File: src/rtl/pcs_pkg.sv
package pcs_pkg;

  // per-byte request from the qualifier to the store
  typedef struct packed {
    logic step;   // a data byte arrived: advance the in-page pointer
    logic store;  // the byte was acknowledged: keep it
  } byte_req_t;

  // the timed cycle must be long enough to drain the whole store
  function automatic int unsigned tw_floor(input int unsigned tw,
                                           input int unsigned page);
    return (tw > page + 4) ? tw : page + 4;
  endfunction

endpackage

File: src/rtl/pcs_latch.sv
module pcs_latch
  import pcs_pkg::*;
#(
  parameter int unsigned ADDR_W     = 13,
  parameter int unsigned PAGE_BYTES = 32,
  parameter int unsigned DATA_W     = 8
) (
  input  logic                       clk,
  input  logic                       rst,
  input  logic                       load_i,
  input  logic [ADDR_W-1:0]          base_i,
  input  logic                       clear_i,
  input  byte_req_t                  req_i,
  input  logic [DATA_W-1:0]          data_i,
  input  logic [$clog2(PAGE_BYTES)-1:0] rd_idx_i,
  output logic [DATA_W-1:0]          rd_data_o,
  output logic                       rd_vld_o,
  output logic [ADDR_W-$clog2(PAGE_BYTES)-1:0] page_o,
  output logic [$clog2(PAGE_BYTES)-1:0] ptr_o
);
  localparam int unsigned OFF_W  = $clog2(PAGE_BYTES);
  localparam int unsigned PAGE_W = ADDR_W - OFF_W;

  logic [DATA_W-1:0]     store_q [PAGE_BYTES];
  logic [PAGE_BYTES-1:0] valid_q;
  logic [OFF_W-1:0]      ptr_q;
  logic [PAGE_W-1:0]     page_q;

  // storage without reset so it maps onto RAM; registered read port
  always_ff @(posedge clk) begin
    if (req_i.step && req_i.store) store_q[ptr_q] <= data_i;
    rd_data_o <= store_q[rd_idx_i];
  end

  always_ff @(posedge clk) begin
    if (rst) begin
      valid_q  <= '0;
      ptr_q    <= '0;
      page_q   <= '0;
      rd_vld_o <= 1'b0;
    end else begin
      rd_vld_o <= valid_q[rd_idx_i];
      if (load_i) begin
        valid_q <= '0;
        ptr_q   <= base_i[OFF_W-1:0];
        page_q  <= base_i[ADDR_W-1:OFF_W];
      end else if (clear_i) begin
        valid_q <= '0;
      end else if (req_i.step) begin
        ptr_q <= ptr_q + OFF_W'(1);
        if (req_i.store) valid_q[ptr_q] <= 1'b1;
      end
    end
  end

  assign page_o = page_q;
  assign ptr_o  = ptr_q;

endmodule

File: src/rtl/pcs_qualify.sv
module pcs_qualify
  import pcs_pkg::*;
(
  input  logic      clk,
  input  logic      rst,
  input  logic      busy_i,
  input  logic      wc_i,
  input  logic      instr_start_i,
  input  logic      data_valid_i,
  input  logic      bit_i,
  input  logic      start_i,
  input  logic      stop_i,
  output logic      load_o,
  output byte_req_t req_o,
  output logic      ack_vld_o,
  output logic      ack_o,
  output logic      commit_o,
  output logic      discard_o
);
  logic open_q;   // a write instruction is collecting bytes
  logic armed_q;  // last slot was an ACKed data byte, no bit since

  logic take;
  assign take = !busy_i && open_q && data_valid_i && !start_i && !stop_i;

  assign load_o      = !busy_i && instr_start_i && !start_i;
  assign req_o.step  = take;
  assign req_o.store = take && !wc_i;

  always_ff @(posedge clk) begin
    if (rst) begin
      open_q    <= 1'b0;
      armed_q   <= 1'b0;
      ack_vld_o <= 1'b0;
      ack_o     <= 1'b0;
      commit_o  <= 1'b0;
      discard_o <= 1'b0;
    end else begin
      ack_vld_o <= take;
      ack_o     <= take && !wc_i;
      commit_o  <= 1'b0;
      discard_o <= 1'b0;
      if (!busy_i) begin
        if (start_i) begin
          open_q    <= 1'b0;
          armed_q   <= 1'b0;
          discard_o <= open_q;
        end else if (instr_start_i) begin
          open_q  <= 1'b1;
          armed_q <= 1'b0;
        end else if (stop_i) begin
          open_q    <= 1'b0;
          armed_q   <= 1'b0;
          commit_o  <= open_q && armed_q;
          discard_o <= open_q && !armed_q;
        end else if (take) begin
          armed_q <= !wc_i;
        end else if (bit_i) begin
          armed_q <= 1'b0;
        end
      end
    end
  end

endmodule

File: src/rtl/pcs_commit.sv
module pcs_commit
  import pcs_pkg::*;
#(
  parameter int unsigned ADDR_W     = 13,
  parameter int unsigned PAGE_BYTES = 32,
  parameter int unsigned DATA_W     = 8,
  parameter int unsigned TW_CYCLES  = 250000
) (
  input  logic                          clk,
  input  logic                          rst,
  input  logic                          commit_i,
  input  logic [ADDR_W-$clog2(PAGE_BYTES)-1:0] page_i,
  input  logic [$clog2(PAGE_BYTES)-1:0] end_i,
  output logic [$clog2(PAGE_BYTES)-1:0] rd_idx_o,
  input  logic [DATA_W-1:0]             rd_data_i,
  input  logic                          rd_vld_i,
  output logic                          busy_o,
  output logic                          mem_we_o,
  output logic [ADDR_W-1:0]             mem_addr_o,
  output logic [DATA_W-1:0]             mem_wdata_o,
  output logic [ADDR_W-1:0]             addr_cnt_o,
  output logic                          addr_upd_o
);
  localparam int unsigned OFF_W  = $clog2(PAGE_BYTES);
  localparam int unsigned PAGE_W = ADDR_W - OFF_W;
  localparam int unsigned TW_EFF = tw_floor(TW_CYCLES, PAGE_BYTES);
  localparam int unsigned CNT_W  = $clog2(TW_EFF + 1);

  logic [CNT_W-1:0]  cnt_q;
  logic [PAGE_W-1:0] page_q;
  logic [OFF_W-1:0]  end_q;
  logic              scan;
  logic              scan_d1;
  logic [OFF_W-1:0]  idx_d1;

  assign scan     = busy_o && (cnt_q < CNT_W'(PAGE_BYTES));
  assign rd_idx_o = cnt_q[OFF_W-1:0];

  // tW timer and address counter update
  always_ff @(posedge clk) begin
    if (rst) begin
      busy_o     <= 1'b0;
      cnt_q      <= '0;
      page_q     <= '0;
      end_q      <= '0;
      addr_cnt_o <= '0;
      addr_upd_o <= 1'b0;
    end else begin
      addr_upd_o <= 1'b0;
      if (!busy_o) begin
        if (commit_i) begin
          busy_o <= 1'b1;
          cnt_q  <= '0;
          page_q <= page_i;
          end_q  <= end_i;
        end
      end else if (cnt_q == CNT_W'(TW_EFF - 1)) begin
        busy_o     <= 1'b0;
        addr_cnt_o <= {page_q, end_q};
        addr_upd_o <= 1'b1;
      end else begin
        cnt_q <= cnt_q + CNT_W'(1);
      end
    end
  end

  // scan of the store: index -> registered read -> registered write port
  always_ff @(posedge clk) begin
    if (rst) begin
      scan_d1     <= 1'b0;
      idx_d1      <= '0;
      mem_we_o    <= 1'b0;
      mem_addr_o  <= '0;
      mem_wdata_o <= '0;
    end else begin
      scan_d1     <= scan;
      idx_d1      <= cnt_q[OFF_W-1:0];
      mem_we_o    <= scan_d1 && rd_vld_i;
      mem_addr_o  <= {page_q, idx_d1};
      mem_wdata_o <= rd_data_i;
    end
  end

endmodule

File: src/rtl/page_commit_seq.sv
module page_commit_seq
  import pcs_pkg::*;
#(
  parameter int unsigned ADDR_W     = 13,
  parameter int unsigned PAGE_BYTES = 32,
  parameter int unsigned DATA_W     = 8,
  parameter int unsigned TW_CYCLES  = 250000
) (
  input  logic              clk,
  input  logic              rst,
  input  logic              wc_i,
  input  logic              instr_start_i,
  input  logic [ADDR_W-1:0] base_addr_i,
  input  logic              data_valid_i,
  input  logic [DATA_W-1:0] data_i,
  input  logic              bit_i,
  input  logic              start_i,
  input  logic              stop_i,
  output logic              ack_vld_o,
  output logic              ack_o,
  output logic              busy_o,
  output logic              mem_we_o,
  output logic [ADDR_W-1:0] mem_addr_o,
  output logic [DATA_W-1:0] mem_wdata_o,
  output logic [ADDR_W-1:0] addr_cnt_o,
  output logic              addr_upd_o
);
  localparam int unsigned OFF_W  = $clog2(PAGE_BYTES);
  localparam int unsigned PAGE_W = ADDR_W - OFF_W;

  logic              load;
  byte_req_t         req;
  logic              commit;
  logic              discard;
  logic [OFF_W-1:0]  rd_idx;
  logic [DATA_W-1:0] rd_data;
  logic              rd_vld;
  logic [PAGE_W-1:0] page;
  logic [OFF_W-1:0]  ptr;

  pcs_qualify u_qual (
    .clk           (clk),
    .rst           (rst),
    .busy_i        (busy_o),
    .wc_i          (wc_i),
    .instr_start_i (instr_start_i),
    .data_valid_i  (data_valid_i),
    .bit_i         (bit_i),
    .start_i       (start_i),
    .stop_i        (stop_i),
    .load_o        (load),
    .req_o         (req),
    .ack_vld_o     (ack_vld_o),
    .ack_o         (ack_o),
    .commit_o      (commit),
    .discard_o     (discard)
  );

  pcs_latch #(
    .ADDR_W     (ADDR_W),
    .PAGE_BYTES (PAGE_BYTES),
    .DATA_W     (DATA_W)
  ) u_latch (
    .clk       (clk),
    .rst       (rst),
    .load_i    (load),
    .base_i    (base_addr_i),
    .clear_i   (discard),
    .req_i     (req),
    .data_i    (data_i),
    .rd_idx_i  (rd_idx),
    .rd_data_o (rd_data),
    .rd_vld_o  (rd_vld),
    .page_o    (page),
    .ptr_o     (ptr)
  );

  pcs_commit #(
    .ADDR_W     (ADDR_W),
    .PAGE_BYTES (PAGE_BYTES),
    .DATA_W     (DATA_W),
    .TW_CYCLES  (TW_CYCLES)
  ) u_commit (
    .clk         (clk),
    .rst         (rst),
    .commit_i    (commit),
    .page_i      (page),
    .end_i       (ptr),
    .rd_idx_o    (rd_idx),
    .rd_data_i   (rd_data),
    .rd_vld_i    (rd_vld),
    .busy_o      (busy_o),
    .mem_we_o    (mem_we_o),
    .mem_addr_o  (mem_addr_o),
    .mem_wdata_o (mem_wdata_o),
    .addr_cnt_o  (addr_cnt_o),
    .addr_upd_o  (addr_upd_o)
  );

endmodule

File: config.mk
export PLATFORM = sky130hd
export DESIGN_NAME = page_commit_seq
export DESIGN_NICKNAME = d
export VERILOG_FILES = /design/src/rtl/pcs_pkg.sv /design/src/rtl/pcs_latch.sv /design/src/rtl/pcs_qualify.sv /design/src/rtl/pcs_commit.sv /design/src/rtl/page_commit_seq.sv
export SDC_FILE = /design/constraint.sdc
export NUM_CORES = 1
export LEC_CHECK = 0
export BUFFER_PORTS_ARGS = -buffer_cell sky130_fd_sc_hd__buf_2
export CAP_MARGIN = 20
export CORE_AREA = 2 2 181 183
export CTS_BUF_LIST = sky130_fd_sc_hd__clkbuf_4 sky130_fd_sc_hd__clkbuf_8 sky130_fd_sc_hd__clkbuf_16
export DETAILED_ROUTE_END_ITERATION = 10
export DIE_AREA = 0 0 183 185
export PLACE_DENSITY_LB_ADDON = 0.12
export SLEW_MARGIN = 20
export SYNTH_ARGS = -nofsm -noshare
export SYNTH_HDL_FRONTEND = slang
export SYNTH_SLANG_ARGS = --single-unit
File: constraint.sdc
create_clock -name clk -period 2.7 [get_ports clk]
set_input_delay 0.27 -clock clk [delete_from_list [all_inputs] [get_ports clk]]
set_output_delay 0.27 -clock clk [all_outputs]
set_load 0.02 [all_outputs]
==> reports/results.tsv, run 1 <==
metric	value	unit
outcome	completed	
switching_share	19.45	%
via_per_inst	5.450	
grt_pass1_vias	8283	
fmax	0.4402	GHz
drive_above_1_share	27.08	%
cp_max_fo	13	
instances_no_fill	1527	
combinationalPowerShare	1.8	%
netlist_instances	957	
clk_pin_slew	60	ps
post_cts_buffers	0	
ant_nets	0	
nFillCells	2641	
antenna_found_initial	0	
seqPwrFrac	50.5	%
yosysMostFrequentCell	edfxtp_1	
placedCellCount	1442	
syn_nets	991	
min_from	stop_i	
synth_top_area_cell	edfxtp_1	
gp_congestion	0.7929	
grt_use_total	20.12	%
grt_overflow	0	
finalSetupViolCount	0	
ys_async_sr_fraction	0	%
cts_made_buffers	41	
holdPathStages	3	
row_count	66	
die_y	185	um
coreArea	32040	um2
power_density	721.4	nW/um2
avgSynthCellArea	15.49	um2
final_max_slew_viol_count	0	
ys_seq_area_share	69.96	%
final_core_util	54.57	%
num_antenna_cells	0	
cts_tree	yes	
yosys_warnings	0	
slew_headroom	34.37	%
reg2reg_depth	5	
route.detailed.drc	0	
fin_skew	23.45	ps
clock-sinks	390	
grtUsageMet3	3.500	%
reg2reg_to	u_commit.cnt_q[14]$_SDFFE_PP0P_	
vias	8322	
synth_area	14820	um2
yosys-top-cells-area	edfxtp_1, dfxtp_1, mux4_2	
setup_tns	0	ps
yosysTopAreaCellShare	51.87	%
ir_drop	0.4852	mV
multiInputGateArea	4184	um2
max_cap_viol_count	0	
die_width	183	um
met2_usage	34.23	%
dr.pass1.iters	5	
hpwlAfterDp	21.34	mm
required	3140	ps
met1_usage	27.08	%
min_period	2272	ps
fin_nets	1120	
drt_iter0_drc	520	
grt_max_degree	68	
io_buffer_count	67	
clock_latency	530	ps
synth.distinct_cells	52	
synth-edff-count	256	
power.internal	10.16	mW
syn_to_final_growth	17.96	%
start_kind	register	
clk_path_buf_depth	3	
wl	33.42	mm
busiest_layer	met2	
clockPowerShare	47.7	%
cts_root_buffer	clkbuf_16	
hold_viol_final	0	
endpoint_kind	register	
register_area	10380	um2
wl_per_cell	21.88	um
synth_commonest_cells	edfxtp_1, dfxtp_1, nand2_1	
io_pins	68	
p_sw	2.453	mW
synth_seq_cells	390	
cp.arrival	2710	ps
initial_utilization	46.26	%
r2r_setup_slack	430	ps
rsz0062_at_grt	false	
r2r-start	u_commit.cnt_q[2]$_SDFFE_PP0P_	
p_leak	5.964	nW
tightest_slew	982.5	ps
hold_class	input port to register	
synth_ff_type	edfxtp_1	
power	12.61	mW
hold_end	u_qual.commit_o$_SDFF_PP0_	
htreeDepth	2	
path_class	register to register	
dieArea	33860	um2
grt_pass1_wl	50.51	mm
period_share	84.14	%
==> kinds of logic after synthesis <==
kind of cell               share of synthesized area [%]
xor gates and xnor gates                          0.4136
adders and majority gates                         0.4221
buffers and inverters                              1.874
AOI/OAI and AO/OA                                  4.272
DFF                                                69.96
and+or+nand+nor                                    8.990
muxes                                              14.06
==> registers in the layout (all words and copies together) (netlist names), 5 cells and up <==
signal,count
u_commit.addr_cnt_o,13
u_commit.cnt_q,18
u_commit.end_q,5
u_commit.idx_d1,5
u_commit.mem_addr_o,13
u_commit.mem_wdata_o,8
u_commit.page_q,8
u_latch.page_o,8
u_latch.ptr_o,5
u_latch.rd_data_o,8
u_latch.store_q,256
u_latch.valid_q,32
==> cells in the final DEF (no fill, tap or decap), types with 4 or more instances in the layout <==
cell type	netlist	layout
clkinv_1	1	8
nand2b_1	6	6
a21oi_1	33	33
dfxtp_1	134	131
mux2i_1	17	17
nand2_1	116	116
clkbuf_16	0	43
mux4_1	6	6
nand3_1	11	11
mux4_2	67	67
o21ai_0	6	6
edfxtp_1	256	256
nor3_1	12	11
mux2_2	22	22
clkinvlp_4	0	4
buf_2	14	66
clkbuf_4	0	6
nor2_1	80	80
nand4_1	9	9
bufinv_16	0	8
nor2b_1	27	27
o22ai_1	16	16
xor2_1	6	6
clkinv_2	0	6
buf_4	5	60
o21a_1	32	32
dlygate4sd3_1	0	9
ha_1	5	5
==> worst max path at each step <==
stage / startpoint / endpoint / cells past startpoint
finish: u_commit.cnt_q[2]$_SDFFE_PP0P_ / u_commit.cnt_q[14]$_SDFFE_PP0P_ / 5
global route: u_commit.cnt_q[2]$_SDFFE_PP0P_ / u_commit.cnt_q[14]$_SDFFE_PP0P_ / 5
CTS: u_commit.cnt_q[0]$_SDFFE_PP0P_ / u_commit.cnt_q[14]$_SDFFE_PP0P_ / 6
detailed placement: u_commit.cnt_q[0]$_SDFFE_PP0P_ / u_commit.cnt_q[14]$_SDFFE_PP0P_ / 6
global placement: u_commit.cnt_q[2]$_SDFFE_PP0P_ / u_latch.rd_vld_o$_SDFF_PP0_ / 4
floorplan: u_commit.busy_o$_SDFF_PP0_ / u_latch.store_q[10][0]$_DFFE_PP_ / 4
==> what timing repair did <==
action                    in CTS  in global routing
resized for setup              0                  0
hold buffers                   9                  0
hold endpoints to repair       9                  0
==> power by group through the flow <==
stage	Clock, mW	Sequential, mW	Combinational, mW
2_1_floorplan	0	6.50	0.0801
3_3_place_gp	0	6.50	0.215
3_5_place_dp	0	6.50	0.215
4_1_cts	6.14	6.37	0.226
5_1_grt	6.38	6.37	0.244
6_report	6.02	6.38	0.221
==> per-stage QoR <==
step	worst slack, ps	hold WS [ps]	instance area [um2]
floorplan	727.3	348.5	14820
global route	262.2	30.55	17480
CTS	423.3	0.8906	17480
finish	428.3	23.87	17480
global placement	490.2	410.8	15930
detailed placement	454.0	417.2	15930
==> critical path, cell delays in order (launching register included) <==
cell,delay [ps]
dfxtp_1,790
nand4_1,390
nor2_1,450
nand2_1,120
or2_2,290
a21oi_1,130
==> cell type report <==
class | count | area share [%]
flip-flops and latches | 390 | 59.36
clock inverters | 27 | 1.968
well taps | 408 | 2.920
clock buffers | 49 | 6.412
repair buffers | 138 | 5.324
inverters | 4 | 0.08587
multi-input cells | 511 | 23.93
==> routing by layer <==
metal / wire length [um] / vias up
met5: 0 / -
met4: 577 / 0
met3: 1634 / 39
met2: 16590 / 213
met1: 14620 / 4199
li1: - / 3871
(Power assumes the default switching activity.)
==> inputs of run 2 (changes only) <==
==> constraint.sdc (replaced) <==
create_clock -name clk -period 1.9 [get_ports clk]
set_input_delay 0.19 -clock clk [delete_from_list [all_inputs] [get_ports clk]]
set_output_delay 0.19 -clock clk [all_outputs]
set_load 0.02 [all_outputs]
==> reports/results.tsv, run 2 (same netlist as run 1, synthesis figures left out) <==
metric	value	unit	change
outcome	completed		
finalSetupViolCount	0		unchanged
period_share	99.00	%	+15 points
endpoint_kind	register		
rsz0062_at_grt	true		
vias	8590		+3.2%
clock-sinks	390		unchanged
top_regs	u_latch.store_q (256), u_latch.valid_q (32), u_commit.cnt_q (18)		
p_leak	6.256	nW	+4.9%
gp_congestion	0.8231		+3.8%
clk_pin_slew	60	ps	about the same
final_common_cell	edfxtp_1		
instances_no_fill	1581		+3.5%
cp_top_family	multiplexers		
grt_overflow	0		unchanged
io_pins	68		unchanged
num_antenna_cells	0		unchanged
grt_max_degree	45		-34%
min_period	1881	ps	-390.7 ps
clock_latency	530	ps	about the same
ant_nets	0		unchanged
cts_root_buffer	clkbuf_16		
drive_above_1_share	31.12	%	+4.0 points
die_y	185	um	unchanged
grt_pass1_vias	8592		+3.7%
ir_drop	0.8196	mV	+69%
final_max_slew_viol_count	0		unchanged
slew_headroom	49.96	%	+16 points
layout_setup_ws	19.03	ps	-409.3 ps
via_per_inst	5.433		-0.31%
largest_reg_flops	256		unchanged
power_density	964.4	nW/um2	+34%
final_cell_mix	edfxtp_1, dfxtp_1, nand2_1		
fin_nets	1174		+4.8%
antenna_found_initial	0		unchanged
cp.arrival	2260	ps	-450 ps
dr.pass1.iters	7		+2
io_buffer_count	67		unchanged
path_cells	mux4_1, mux4_2, o21ai_1, a311oi_1		
dieArea	33860	um2	unchanged
grt_use_total	21.02	%	+0.90 points
cts_tree	yes		
die_width	183	um	unchanged
whs	67.51	ps	+43.65 ps
tightest_slew	750.6	ps	-231.8 ps
placedCellCount	1483		+2.8%
fmax	0.5316	GHz	+21%
syn_to_final_growth	21.28	%	
path_class	register to register		
initial_utilization	46.26	%	unchanged
post-place-ws	-175.2	ps	-629.2 ps
wl_per_cell	22.02	um	+0.64%
start_kind	register		
cts_made_buffers	41		unchanged
setup_tns	0	ps	unchanged
grt_pass1_wl	52.85	mm	+4.6%
fin_skew	20.46	ps	-2.989 ps
hpwlAfterDp	22.70	mm	+6.4%
coreArea	32040	um2	unchanged
row_count	66		unchanged
critPathBufInv	0		unchanged
wl	34.82	mm	+4.2%
max_cap_viol_count	0		unchanged
route.detailed.drc	0		unchanged
hold_viol_final	0		unchanged
clk_path_buf_depth	3		unchanged
required	2280	ps	-860 ps
cp_slowest_cell	mux4_1		
hold_class	input port to register		
cp_slowest_stage_delay	580	ps	-210 ps
cp_max_fo	7		-6
power	17.34	mW	+37%
top_register	u_latch.store_q		
drt_iter0_drc	669		+29%
htreeDepth	2		unchanged
==> run 2: changes by cell type in the layout (fill, tap and decap cells not counted), sizes merged <==
cell / previous run / this run
clkbuf: 49 / 66
bufinv: 8 / 1
buf: 129 / 177
clkinv: 15 / 9
clkinvlp: 4 / 0
bufbuf: 0 / 1
dlygate4sd3: 9 / 14
==> run 2: final timing paths <==
| check | cells after the start | from | end | slack (ps) |
|---|---|---|---|---|
| worst max-delay path | 4 | u_commit.cnt_q[2]$_SDFFE_PP0P_ | u_latch.rd_vld_o$_SDFF_PP0_ | 20 |
| worst min-delay path | 4 | data_valid_i | u_qual.armed_q$_SDFFE_PP0P_ | 70 |
| worst max register to register | 4 | u_commit.cnt_q[2]$_SDFFE_PP0P_ | u_latch.rd_vld_o$_SDFF_PP0_ | 20 |
| worst min register to register | 2 | u_commit.scan_d1$_SDFF_PP0_ | u_commit.mem_we_o$_SDFF_PP0_ | 410 |
==> run 2: report_power, final <==
group	total [mW]	internal, mW	switching [mW]
clock network	7.92	4.78	3.13
logic	0.361	0.115	0.246
registers	9.06	9.04	0.0196
total	17.3	13.9	3.40
==> run 2: area by class of cell <==
cell class	count	area, um2
clock buffer	66	1286
multi-input combinational	511	4235
clock inverter	10	76.32
fill	2620	14060
tap	408	510.5
sequential	390	10380
timing repair buffer	192	1469
inverter	4	15.01
==> run 2: per-layer routing <==
layer | GRT usage (%) | vias to the layer above | wire length [um]
li1 | - | 3973 | -
met1 | 28.33 | 4340 | 15230
met2 | 35.70 | 217 | 17350
met3 | 3.244 | 60 | 1475
met4 | 5.888 | 0 | 761
met5 | 0 | - | 0
==> run 2: what timing repair did <==
| item | CTS | global route |
|---|---|---|
| cloned | 1 | 0 |
| setup endpoints to repair | 10 | 38 |
| hold buffers | 14 | 0 |
| setup buffers | 4 | 3 |
| gates resized for setup | 6 | 7 |
| hold endpoints to repair | 14 | 0 |
| pin swaps | 0 | 1 |
==> run 2: worst min-delay path: cells and delay by family <==
kind	cells	cell delay, ps
AO/OA/AOI/OAI	3	260
buffers and inverters	1	90
==> run 2: through the flow <==
step / utilization [%] / area, um2
detailed placement: 50.95 / 16320
floorplan: - / 14820
CTS: 55.90 / 17910
global placement: 50.95 / 16320
global route: 56.10 / 17980
finish: 56.10 / 17980
